`config.mk`:
```
export PLATFORM = sky130hd
export DESIGN_NAME = beam_sum_stage
export DESIGN_NICKNAME = d
export VERILOG_FILES = /design/src/rtl/beam_pkg.sv /design/src/rtl/beam_lane_join.sv /design/src/rtl/beam_align_fifo.sv /design/src/rtl/beam_out_route.sv /design/src/rtl/beam_sum_stage.sv
export SDC_FILE = /design/constraint.sdc
export NUM_CORES = 1
export LEC_CHECK = 0
export BUFFER_PORTS_ARGS = -buffer_cell sky130_fd_sc_hd__buf_2
export CELL_PAD_IN_SITES_DETAIL_PLACEMENT = 0
export CELL_PAD_IN_SITES_GLOBAL_PLACEMENT = 1
export CORE_UTILIZATION = 42
export CTS_BUF_LIST = sky130_fd_sc_hd__clkbuf_8
export DETAILED_ROUTE_END_ITERATION = 7
export GPL_TIMING_DRIVEN = 0
export HOLD_SLACK_MARGIN = 0.02
export PLACE_DENSITY = 0.76
export SLEW_MARGIN = 20
export SYNTH_ARGS = -nofsm -noshare
export SYNTH_HDL_FRONTEND = slang
export SYNTH_SLANG_ARGS = --single-unit
```
`constraint.sdc`:
```
create_clock -name clk -period 6.1 [get_ports clk]
set_input_delay 0.305 -clock clk [delete_from_list [all_inputs] [get_ports clk]]
set_output_delay 0.305 -clock clk [all_outputs]
set_load 0.03 [all_outputs]
```
`src/rtl/beam_pkg.sv`:
```
package beam_pkg;
  typedef enum logic {
    DEST_DOWNSTREAM = 1'b0,
    DEST_HOST       = 1'b1
  } dest_e;
endpackage

```
`src/rtl/beam_lane_join.sv`:
```
module beam_lane_join #(
  parameter int NCH  = 4,
  parameter int IN_W = 16,
  parameter int LW   = 18
) (
  input  logic [NCH-1:0]      en,
  input  logic [NCH-1:0]      valid,
  input  logic [NCH*IN_W-1:0] din_i,
  input  logic [NCH*IN_W-1:0] din_q,
  output logic [NCH-1:0]      ready,
  output logic                fire,
  output logic [LW-1:0]       sum_i,
  output logic [LW-1:0]       sum_q
);
  logic [LW-1:0] ext_i [NCH];
  logic [LW-1:0] ext_q [NCH];

  assign fire = (|en) && (&(valid | ~en));

  for (genvar k = 0; k < NCH; k++) begin : g_lane
    assign ext_i[k] = {{(LW-IN_W){din_i[k*IN_W+IN_W-1]}}, din_i[k*IN_W +: IN_W]};
    assign ext_q[k] = {{(LW-IN_W){din_q[k*IN_W+IN_W-1]}}, din_q[k*IN_W +: IN_W]};
    assign ready[k] = ~en[k] | fire;
  end

  always_comb begin
    sum_i = '0;
    sum_q = '0;
    for (int k = 0; k < NCH; k++) begin
      if (en[k]) begin
        sum_i = sum_i + ext_i[k];
        sum_q = sum_q + ext_q[k];
      end
    end
  end
endmodule

```
`src/rtl/beam_align_fifo.sv`:
```
module beam_align_fifo #(
  parameter int W     = 36,
  parameter int DEPTH = 16
) (
  input  logic         clk,
  input  logic         rst_n,
  input  logic         push,
  input  logic [W-1:0] din,
  input  logic         pop,
  output logic [W-1:0] dout,
  output logic         empty,
  output logic         overflow
);
  localparam int AW = (DEPTH > 1) ? $clog2(DEPTH) : 1;
  localparam int CW = $clog2(DEPTH + 1);

  logic [W-1:0]  mem [DEPTH];
  logic [AW-1:0] wr_ptr, rd_ptr;
  logic [CW-1:0] cnt;
  logic          full;

  assign full     = (cnt == CW'(DEPTH));
  assign empty    = (cnt == '0);
  assign overflow = push && full && !pop;
  assign dout     = mem[rd_ptr];

  function automatic logic [AW-1:0] bump(input logic [AW-1:0] p);
    return (p == AW'(DEPTH - 1)) ? '0 : p + 1'b1;
  endfunction

  always_ff @(posedge clk) begin
    if (!rst_n || overflow) begin
      wr_ptr <= '0;
      rd_ptr <= '0;
      cnt    <= '0;
    end else begin
      if (push) wr_ptr <= bump(wr_ptr);
      if (pop)  rd_ptr <= bump(rd_ptr);
      case ({push, pop})
        2'b10:   cnt <= cnt + 1'b1;
        2'b01:   cnt <= cnt - 1'b1;
        default: cnt <= cnt;
      endcase
    end
  end

  always_ff @(posedge clk) begin
    if (push && !overflow) mem[wr_ptr] <= din;
  end
endmodule

```
`src/rtl/beam_out_route.sv`:
```
module beam_out_route #(
  parameter int W = 20
) (
  input  logic         clk,
  input  logic         rst_n,
  input  logic         load,
  input  logic [W-1:0] din_i,
  input  logic [W-1:0] din_q,
  input  logic         to_host,
  input  logic         sout_ready,
  input  logic         host_ready,
  output logic         can_load,
  output logic         sout_valid,
  output logic [W-1:0] sout_i,
  output logic [W-1:0] sout_q,
  output logic         host_valid,
  output logic [W-1:0] host_i,
  output logic [W-1:0] host_q
);
  logic         vld;
  logic [W-1:0] r_i, r_q;
  logic         take;

  assign take     = to_host ? host_ready : sout_ready;
  assign can_load = !vld || take;

  always_ff @(posedge clk) begin
    if (!rst_n) begin
      vld <= 1'b0;
      r_i <= '0;
      r_q <= '0;
    end else if (load) begin
      vld <= 1'b1;
      r_i <= din_i;
      r_q <= din_q;
    end else if (take) begin
      vld <= 1'b0;
    end
  end

  assign sout_valid = vld && !to_host;
  assign host_valid = vld && to_host;
  assign sout_i = r_i;
  assign sout_q = r_q;
  assign host_i = r_i;
  assign host_q = r_q;
endmodule

```
`src/rtl/beam_sum_stage.sv`:
```
module beam_sum_stage
  import beam_pkg::*;
#(
  parameter int NCH   = 4,
  parameter int IN_W  = 16,
  parameter int OUT_W = 20,
  parameter int DEPTH = 16
) (
  input  logic                clk,
  input  logic                rst_n,
  input  logic [NCH-1:0]      cfg_lane_en,
  input  logic                cfg_sumin_en,
  input  logic                cfg_last,
  input  logic [NCH-1:0]      lane_valid,
  output logic [NCH-1:0]      lane_ready,
  input  logic [NCH*IN_W-1:0] lane_i,
  input  logic [NCH*IN_W-1:0] lane_q,
  input  logic                sin_valid,
  output logic                sin_ready,
  input  logic [OUT_W-1:0]    sin_i,
  input  logic [OUT_W-1:0]    sin_q,
  output logic                sout_valid,
  input  logic                sout_ready,
  output logic [OUT_W-1:0]    sout_i,
  output logic [OUT_W-1:0]    sout_q,
  output logic                host_valid,
  input  logic                host_ready,
  output logic [OUT_W-1:0]    host_i,
  output logic [OUT_W-1:0]    host_q,
  output logic                align_err
);
  localparam int LW = IN_W + $clog2(NCH);
  localparam int XW = OUT_W + 1;

  logic          fire, empty, overflow, pop, can_load;
  logic [LW-1:0] loc_i, loc_q, head_i, head_q;
  logic [XW-1:0] tot_i, tot_q;
  logic [OUT_W-1:0] res_i, res_q;
  dest_e         dest;

  beam_lane_join #(.NCH(NCH), .IN_W(IN_W), .LW(LW)) u_join (
    .en(cfg_lane_en), .valid(lane_valid), .din_i(lane_i), .din_q(lane_q),
    .ready(lane_ready), .fire(fire), .sum_i(loc_i), .sum_q(loc_q)
  );

  beam_align_fifo #(.W(2*LW), .DEPTH(DEPTH)) u_fifo (
    .clk(clk), .rst_n(rst_n), .push(fire), .din({loc_i, loc_q}),
    .pop(pop), .dout({head_i, head_q}), .empty(empty), .overflow(overflow)
  );

  assign sin_ready = cfg_sumin_en && !empty && can_load;
  assign pop       = !empty && can_load && (!cfg_sumin_en || sin_valid);

  function automatic logic [XW-1:0] widen_loc(input logic [LW-1:0] v);
    return {{(XW-LW){v[LW-1]}}, v};
  endfunction

  function automatic logic [XW-1:0] widen_sin(input logic [OUT_W-1:0] v);
    return cfg_sumin_en ? {v[OUT_W-1], v} : '0;
  endfunction

  function automatic logic [OUT_W-1:0] clip(input logic [XW-1:0] v);
    if (v[XW-1] != v[XW-2])
      return v[XW-1] ? {1'b1, {(OUT_W-1){1'b0}}} : {1'b0, {(OUT_W-1){1'b1}}};
    return v[OUT_W-1:0];
  endfunction

  assign tot_i = widen_loc(head_i) + widen_sin(sin_i);
  assign tot_q = widen_loc(head_q) + widen_sin(sin_q);
  assign res_i = clip(tot_i);
  assign res_q = clip(tot_q);

  assign dest = dest_e'(cfg_last);

  beam_out_route #(.W(OUT_W)) u_route (
    .clk(clk), .rst_n(rst_n), .load(pop), .din_i(res_i), .din_q(res_q),
    .to_host(dest == DEST_HOST), .sout_ready(sout_ready), .host_ready(host_ready),
    .can_load(can_load), .sout_valid(sout_valid), .sout_i(sout_i), .sout_q(sout_q),
    .host_valid(host_valid), .host_i(host_i), .host_q(host_q)
  );

  always_ff @(posedge clk) begin
    if (!rst_n)        align_err <= 1'b0;
    else if (overflow) align_err <= 1'b1;
  end
endmodule

```
==> summary.txt <==
Status
  • Outcome: finished clean

Setup path
  • Max stage delay on crit path: between 0.5 and 0.6 ns
  • Slack of the worst reg-to-reg path: 0.36 ns
  • Worst path required time: 6.46 ns
  • Crit path buffers/inverters: 4
  • CP Cell Sequence: clkbuf_1 -> clkinv_1 -> clkbuf_1 -> mux2_2 -> ha_1 -> inv_1 -> fa_1 -> nor2b_1 -> o21ai_0 -> nor2b_1 -> xnor2_1 -> mux2_2 -> ha_1 -> and3_1 -> a2111oi_2 -> o2bb2ai_1 -> a21oi_2 -> a21oi_2 -> a31o_2 -> xnor2_2 -> nor2_4 -> xnor3_4
  • Top delay family on crit path: compound AO/OA/AOI/OAI gates
  • CP Max Fanout: 10
  • CP arrival: approximately 6.3 ns
  • Worst setup path start: cfg_lane_en[1]
  • Worst Setup Start Kind: input pin
  • CP max-delay cell: a2111oi_2
  • Crit. End Element: flip-flop
  • Worst Path Class, Setup: in2reg

Cells and area
  • Non-filler cells, final: around 3800
  • Area Overhead vs Synth: 19.0%
  • Final nets: just over 3000
  • Layout cells sized above 1: 0.308
  • Most frequent cells in the layout: edfxtp_1 (576), buf_2 (272), mux4_2 (180), a21oi_1 (159), ha_1 (135)
  • Final Util: 0.509
  • Post-route cell area: between 30000 and 40000 um2
  • Commonest non-fill, non-tap cell in the layout: edfxtp_1

Die
  • Die area: between 70000 and 80000 um2
  • Cell Rows: 101
  • Core box area: around 76000 um2
  • # IOs: about 270
  • Starting Density: 0.427
  • Die Ht: 281 um
  • Die W: around 280 um

Global routing
  • GRT Total Usage: 0.223
  • First-pass GRT wire length: about 130000 um
  • Initial antenna violation count: 22
  • Total grt overflow: 0
  • Vias in the first global route: around 22000
  • Largest net degree at the start of global routing: 20

STA
  • Worst slew pin tran: between 1 and 1.5 ns
  • Final number of max-transition violations: 0
  • Max Clock Skew: roughly 0.025 ns
  • Final hold violation count: 0
  • Period minus WS final: about 6 ns
  • Fin worst setup slack: about 0.18 ns
  • Worst relative slew slack: 0.271
  • RSZ-0062 raised after global routing: yes
  • F_max: around 0.17 GHz
  • Fin crit share: 0.970
  • Final setup fails: 0

Pwr
  • Power Density: around 400 nW/um2
  • P_leak: between 10 and 15 nW
  • Worst VDD drop: between 0.00015 and 0.0002 V

Clock tree
  • Clk buf depth: 3
  • H-Tree Level Count: 3
  • CTS tree: yes
  • Worst skew pair latency: roughly 0.68 ns
  • Clock sink total: 635
  • CTS clock-pin slew for the worst setup and hold paths: ~0.060 ns
  • CTS root buf: clkbuf_8
  • Inserted Clock Buffers: 96

Placed design
  • DP HPWL: 65200 um
  • Gp weighted congestion: about 0.89
  • Port Buf Inserts: roughly 270
  • Inst Count DP: approximately 3600
  • Placed inst area: 36300 um2
  • Worst slack, placed: -1.32 ns

Worst hold path
  • Hold Crit Class: in2reg
  • Min-delay src: sin_valid

Route
  • Starting DRT DRC Count: roughly 1500
  • Routed WL: between 80000 and 90000 um
  • DRC errors left: 0
  • Detailed Routing Iterations Pass 1: 5
  • DRT antenna net count: 0
  • Total number of vias: 21500
  • WL/cell: around 23 um
  • Vias/cell: between 5 and 6

Synth
  • Post-synth EDFFs: around 580
  • Post-synthesis async set-or-reset flop share: 0
  • Yosys warning total: 0
  • Top cell type's share of synthesized area: 0.529
  • Post-Syn Instances: between 2000 and 2500
  • Area leader, netlist: edfxtp_1
  • Top cells by area, synth: edfxtp_1 (53%), mux4_2 (12%), ha_1 (5.6%)
  • Register area share after synthesis: 0.566
  • Synth Net Count: between 2000 and 3000
  • Synthesized flop and latch total: approximately 640
  • Post-synth top flop: edfxtp_1
  • Distinct cells, synth: between 80 and 90
  • Syn Area/Cell: about 14 um2
  • Post-Syn Area: roughly 33000 um2

Job
  • Max cap viols: 0
flip-flops by register name, indices dropped and copies added (netlist names), named ones only:
signal	cells
align_err	1
u_fifo.cnt	5
u_fifo.mem	576
u_fifo.rd_ptr	4
u_fifo.wr_ptr	4
u_route.host_i	20
u_route.host_q	20
u_route.vld	1
per-layer routing:
| metal | routed length, um | up-vias | global-route usage |
|---|---|---|---|
| met4 | 1400 | 32 | 0.0563 |
| met2 | 43900 | 811 | 0.389 |
| met5 | 205 | - | 0 |
| met1 | 35700 | 10700 | 0.282 |
| met3 | 6820 | 120 | 0.0435 |
| li1 | - | 9840 | - |
where the power goes:
part / switching, mW / internal (mW)
registers: 0.153 / 5.45
logic: 3.78 / 2.66
clock network: 1.59 / 1.76
worst paths after layout:
kind,to,depth (start not counted)
worst min-delay path,align_err,5
worst max register to register,u_route.host_i[18],15
worst min register to register,align_err,1
worst max-delay path,u_fifo.mem[12][35],22
synth_stat cells (42+ instances only):
cell type	n
clkbuf_1	75
xnor2_1	78
a21oi_1	174
inv_1	65
mux4_2	180
mux2_2	42
and2_1	67
nor2_1	111
o21ai_0	100
ha_1	145
edfxtp_1	576
nand2_1	120
dfxtp_1	59
worst reg2reg max path: stages, from the launching register on:
cell and delay, ns:
dfxtp_1 0.66, clkbuf_2 0.41, clkdlybuf4s15_2 0.53, mux4_2 0.57, mux4_2 0.54, ha_1 0.39, a21oi_1 0.33, o211ai_2 0.19
a211oi_2 0.35, a21boi_2 0.12, a41oi_2 0.31, a311oi_2 0.17, xnor2_2 0.47, buf_4 0.29, maj3_2 0.21, a21oi_1 0.06
cell type report:
type,instances,area [um2]
Tap cell,1030,1290
Inverter,67,251
Sequential cell,635,18500
Clock inverter,71,464
Timing Repair Buffer,341,2400
Fill cell,6351,37600
Multi-Input combinational cell,1460,13900
Antenna cell,6,15.0
Buffer,135,768
Clock buffer,99,1360
through the flow:
stage	TNS (ns)	total power [mW]	hold WS, ns
detailed placement	-215.12	11.9	0.461
CTS	0	15.5	0.152
global placement	-545.50	11.8	0.448
finish	0	15.4	0.204
floorplan	0	10.2	0.458
global route	-0.652	16.2	0.204
kinds of logic (layout without fill, tap and decap cells):
logic type	Yosys count	count (layout)	synth area share
other cells	0	6	0
flops	635	635	0.566
fa+ha+maj	194	194	0.0738
xor+xnor	122	124	0.0338
mux	226	226	0.140
simple gates	432	432	0.0644
buf+inv	206	713	0.0289
compound gates	484	484	0.0939
timing repair:
action / 4_1_cts / 5_1_grt
endpoints found under the hold margin: 3 / 0
setup buffers: 17 / 11
hold buffers: 3 / 0
gates resized for setup: 71 / 30
setup endpoints to repair: 184 / 103
pin swaps: 31 / 28
cloned: 2 / 0
No activity file was read; power rests on OpenSTA's default activity.
